**config.mk**
```make
export PLATFORM = sky130hd
export DESIGN_NAME = rsu_top
export DESIGN_NICKNAME = d
export VERILOG_FILES = /design/src/rtl/rsu_pkg.sv /design/src/rtl/rsu_decode.sv /design/src/rtl/rsu_datapath.sv /design/src/rtl/rsu_select.sv /design/src/rtl/rsu_top.sv
export SDC_FILE = /design/constraint.sdc
export NUM_CORES = 1
export LEC_CHECK = 0
export ABC_CLOCK_PERIOD_IN_PS = 1330
export CAP_MARGIN = 40
export CORE_AREA = 2 2 39 41
export CTS_BUF_LIST = sky130_fd_sc_hd__clkbuf_4
export DETAILED_ROUTE_END_ITERATION = 7
export DIE_AREA = 0 0 41 43
export SLEW_MARGIN = 25
export SYNTH_ARGS = -nofsm -noshare
export SYNTH_HDL_FRONTEND = slang
export SYNTH_SLANG_ARGS = --single-unit
export TNS_END_PERCENT = 5
```
**constraint.sdc**
```tcl
create_clock -name clk -period 1.33 [get_ports clk]
set_input_delay 0.3325 -clock clk [delete_from_list [all_inputs] [get_ports clk]]
set_output_delay 0.3325 -clock clk [all_outputs]
set_load 0.02 [all_outputs]
```
**src/rtl/rsu_pkg.sv**
```systemverilog
package rsu_pkg;

  typedef enum logic [1:0] {
    OP_PASS = 2'b00,
    OP_ROR  = 2'b01,
    OP_ROL  = 2'b10,
    OP_ASR  = 2'b11
  } op_e;

  localparam int NOPS = 4;

endpackage

```
**src/rtl/rsu_decode.sv**
```systemverilog
module rsu_decode
  import rsu_pkg::*;
(
  input  logic [1:0]      ctrl,
  output logic [NOPS-1:0] sel,
  output logic            ctrl_ok
);

  always_comb begin
    sel     = '0;
    ctrl_ok = 1'b1;
    case (ctrl)
      OP_PASS: sel[OP_PASS] = 1'b1;
      OP_ROR:  sel[OP_ROR]  = 1'b1;
      OP_ROL:  sel[OP_ROL]  = 1'b1;
      OP_ASR:  sel[OP_ASR]  = 1'b1;
      default: ctrl_ok = 1'b0;
    endcase
  end

  // a valid decode fires exactly one operation, an invalid one fires none
  always_comb begin
    if (ctrl_ok) begin
      assert_sel_single_R5: assert ($countones(sel) == 1);
    end else begin
      assert_sel_none_R5: assert (sel == '0);
    end
  end

endmodule

```
**src/rtl/rsu_datapath.sv**
```systemverilog
module rsu_datapath
  import rsu_pkg::*;
#(
  parameter int W = 8
) (
  input  logic [W-1:0]           din,
  output logic [NOPS-1:0][W-1:0] cand
);

  function automatic logic [W-1:0] f_ror(input logic [W-1:0] d);
    return {d[0], d[W-1:1]};
  endfunction

  function automatic logic [W-1:0] f_rol(input logic [W-1:0] d);
    return {d[W-2:0], d[W-1]};
  endfunction

  function automatic logic [W-1:0] f_asr(input logic [W-1:0] d);
    return {d[W-1], d[W-1:1]};
  endfunction

  function automatic logic [W-1:0] op_result(input op_e op, input logic [W-1:0] d);
    case (op)
      OP_ROR:  return f_ror(d);
      OP_ROL:  return f_rol(d);
      OP_ASR:  return f_asr(d);
      default: return d;
    endcase
  endfunction

  for (genvar k = 0; k < NOPS; k++) begin : g_op
    always_comb cand[k] = op_result(op_e'(k), din);
  end

endmodule

```
**src/rtl/rsu_select.sv**
```systemverilog
module rsu_select
  import rsu_pkg::*;
#(
  parameter int W = 8
) (
  input  logic [NOPS-1:0]        sel,
  input  logic                   ctrl_ok,
  input  logic [NOPS-1:0][W-1:0] cand,
  output logic [W-1:0]           nxt
);

  always_comb begin
    nxt = '0;
    for (int k = 0; k < NOPS; k++) begin
      if (sel[k]) nxt = nxt | cand[k];
    end
    if (!ctrl_ok) nxt = 'x;
  end

endmodule

```
**src/rtl/rsu_top.sv**
```systemverilog
module rsu_top
  import rsu_pkg::*;
#(
  parameter int W = 8
) (
  input  logic         clk,
  input  logic         rst,
  input  logic [1:0]   ctrl,
  input  logic [W-1:0] din,
  output logic [W-1:0] dout
);

  localparam int MSB = W - 1;

  logic [NOPS-1:0]        op_fire;
  logic                   ctrl_ok;
  logic [NOPS-1:0][W-1:0] cand;
  logic [W-1:0]           nxt;

  rsu_decode u_dec (
    .ctrl    (ctrl),
    .sel     (op_fire),
    .ctrl_ok (ctrl_ok)
  );

  rsu_datapath #(.W(W)) u_dp (
    .din  (din),
    .cand (cand)
  );

  rsu_select #(.W(W)) u_sel (
    .sel     (op_fire),
    .ctrl_ok (ctrl_ok),
    .cand    (cand),
    .nxt     (nxt)
  );

  always_ff @(posedge clk) begin
    if (rst) dout <= '0;
    else     dout <= nxt;
  end

  assert_clear_R7: assert property (@(posedge clk) rst |=> dout == '0);

  assert_pass_R1: assert property (@(posedge clk) disable iff (rst)
    (ctrl == 2'b00) |=> dout == $past(din));

  assert_ror_R2: assert property (@(posedge clk) disable iff (rst)
    (ctrl == 2'b01) |=> (dout[MSB] == $past(din[0])) && (dout[MSB-1:0] == $past(din[MSB:1])));

  assert_rol_R3: assert property (@(posedge clk) disable iff (rst)
    (ctrl == 2'b10) |=> (dout[0] == $past(din[MSB])) && (dout[MSB:1] == $past(din[MSB-1:0])));

  assert_asr_R4: assert property (@(posedge clk) disable iff (rst)
    (ctrl == 2'b11) |=> (dout[MSB] == $past(din[MSB])) && (dout[MSB-1:0] == $past(din[MSB:1])));

  assert_edge_only_R8: assert property (@(posedge clk) disable iff (rst)
    $stable(ctrl) && $stable(din) && $past(!rst) |=> $stable(dout));

endmodule

```
==> metrics.md <==
| Metric | Value |
|---|---|
| Die width | roughly 41 µm |
| Layout Nets | 75 |
| Final std cells w/o fill | between 70 and 80 |
| GPL Wtd Cong | around 0.76 |
| Clk pwr share | 0.312 |
| Sink Count | 8 |
| Vias/cell | between 4 and 5 |
| RSZ-0062 raised after global routing | false |
| Psw | 0.1571 mW |
| Drt first pass iters | 2 |
| Final ANT Viol Nets | 0 |
| Placed cell count | 74 |
| Die span in y | around 43 µm |
| Mapped cell area | approximately 390 µm² |
| Tmin final | approximately 1.2 ns |
| Net Count, Synth | 48 |
| Required time worst endpoint | 1.00 ns |
| DR iter-0 viols | 2 |
| Max FFs per register | 8 |
| Vias in the first global route | roughly 350 |
| Largest regs | dout: 8 flops |
| Residual DRC | 0 |
| Cell variety after synth | 12 |
| FILL cells | around 140 |
| Net switching fraction of the power | 0.2616 |
| Status | finished clean |
| Initial antenna violation count | 0 |
| Storage cell area | 160.2 µm² |
| CP top delay family | buffers and inverters |
| Total CTS buffers | 3 |
| Vias | between 300 and 400 |
| Area of the multi-input gates | between 200 and 250 µm² |
| Starting Density | 0.2803 |
| Dpl hpwl | roughly 680 µm |
| Critical path startpoint category | flop |
| Top cell type's share of synthesized area | 0.4129 |
| Cells after Synth | 36 |
| CP Max Fanout | 1 |
| Grt total ovfl | 0 |
| Fmax | ~0.82 GHz |
| Tcrit/Tclk final | 0.9177 |
| Worst path bufs/invs | 1 |
| Max Cap Violations | 0 |
| CP cell instances | dlygate4sd2_1 |
| Final hold vios | 0 |
| Peak supply drop | 352.0 µV |
| YS warnings | 0 |
| Buffers on Ports | 19 |
| Inserted Diodes | 0 |
| Top cells by area, synth | dfxtp_1, mux2i_1, a211oi_1, and2b_1, a211oi_2 |
| Std-Cell Rows | 14 |
| Placed cell areas | between 600 and 700 µm² |
| Combinational share of power | 0.253 |
| Fraction of layout cells with a size suffix above 1 | 0.1475 |
| Critical path data arrival time | between 0.8 and 0.9 ns |
| Area leader, netlist | dfxtp_1 |
| Fin. max-slew vios | 0 |
| PwrDens | around 950 mW/mm² |
| Largest net degree at the start of global routing | 8 |
| Syn Area/Cell | ~11 µm² |
| Post-route cell area | 631.9 µm² |
| H-Tree Depth | 1 |
| WL/cell | 11.27 µm |
| Int Pwr | about 0.44 mW |
| Total track usage | 0.1325 |
| Setup Viol. Count Final | 0 |
| Final WL | 868 µm |
| Top reg by flops | dout |
| Max stage delay on crit path | between 0.3 and 0.4 ns |
| Register area share after synthesis | 0.4129 |
| IO Pins | 20 |
| Synth Register Bits | 8 |
| Setup CP Type | reg2out |
| Area growth from synthesis to layout | 62.90% |
| HP Class | in2reg |
| Leak pwr | 0.3008 nW |
| CP max-delay cell | dlygate4sd2_1 |
| Sequential share of power | 0.435 |
| First-pass GRT wire length | between 1500 and 2000 µm |
| CTS tree | done |
| CORE AREA | around 0.0014 mm² |
| Slew headroom | 0.8382 |
| Die ar. | 0.001763 mm² |
| CTS root buffer | clkbuf_4 |
| Max Buffers Root-to-Sink | 2 |
| Measured slew at the worst slew-check pin | ~0.24 ns |
| Setup TNS | 0 ns |
| Clock-pin slew on the worst setup and hold paths | 0.06 ns |
| CTS Hold Bufs | 0 |
| Crit end category | primary output |
[power by group through the flow]
stage / registers (mW) / logic, mW / clock network (mW)
4_1_cts: 0.261 / 0.153 / 0.195
2_1_floorplan: 0.292 / 0.0519 / 0
5_1_grt: 0.263 / 0.165 / 0.217
6_report: 0.261 / 0.152 / 0.187
3_3_place_gp: 0.268 / 0.165 / 0
3_5_place_dp: 0.268 / 0.166 / 0
[per-stage QoR]
step	hold slack, ns	utilization	total power [mW]	setup slack, ns
after floorplan	0.5212	-	0.3436	0.4220
after global placement	1.023	0.4476	0.4329	-0.1180
after detailed placement	1.016	0.4476	0.4331	-0.1064
after CTS	0.7581	0.4566	0.6099	0.09935
after global routing	0.8016	0.4566	0.6455	0.05086
final	0.7742	0.4566	0.6004	0.1094
[area by class of cell]
| type | instances | share of cell area |
|---|---|---|
| Sequential cell | 8 | 0.2535 |
| Multi-Input combinational cell | 25 | 0.3287 |
| Timing Repair Buffer | 24 | 0.3446 |
| Clock buffer | 3 | 0.03564 |
| Inverter | 1 | 0.005941 |
| Tap cell | 16 | 0.03168 |
[per-layer routing]
metal / track usage / share of wire / vias to the layer above
met5: 0 / 0 / -
met4: 0.1000 / 0.0081 / 0
met3: 0.04712 / 0.063 / 2
met2: 0.1719 / 0.47 / 12
met1: 0.1704 / 0.46 / 160
li1: - / - / 181
[cell usage after synthesis]
master	n
a211oi_1	6
a211oi_2	1
and2b_1	5
buf_6	1
clkbuf_2	1
dfxtp_1	8
inv_1	1
mux2i_1	8
nor2b_1	2
o22ai_1	1
or2_1	1
or2b_1	1
[final timing paths]
check | depth (start not counted) | startpoint | end
setup / recovery | 1 | dout[6] | dout[6]
hold / removal | 3 | din[6] | dout[6]
[worst min-delay path, stage by stage]
cell,delay [ns]
clkdlybuf4s50_1,0.43
mux2i_1,0.13
a211oi_1,0.08
[layout by cell type (no fill, tap or decap)]
master	netlist	final
dfxtp_1	8	8
clkbuf_4	0	3
or2_1	1	1
mux2i_1	8	8
clkdlybuf4s50_1	0	11
and2b_1	5	5
a211oi_2	1	1
buf_4	0	5
or2b_1	1	1
inv_1	1	1
o22ai_1	1	1
a211oi_1	6	6
nor2b_1	2	2
dlygate4sd2_1	0	8
[cell families after synthesis]
group,synth area share
flip-flops,0.4129
buffers and inverters,0.05159
AND/OR/NAND/NOR,0.1645
AO/OA/AOI/OAI,0.1645
multiplexers,0.2065
[what timing repair did]
| item | 4_1_cts | 5_1_grt |
|---|---|---|
| setup buffers | 0 | 0 |
| endpoints found under the setup margin | 8 | 0 |
| resized for setup | 8 | 0 |
(Power assumes the default switching activity.)
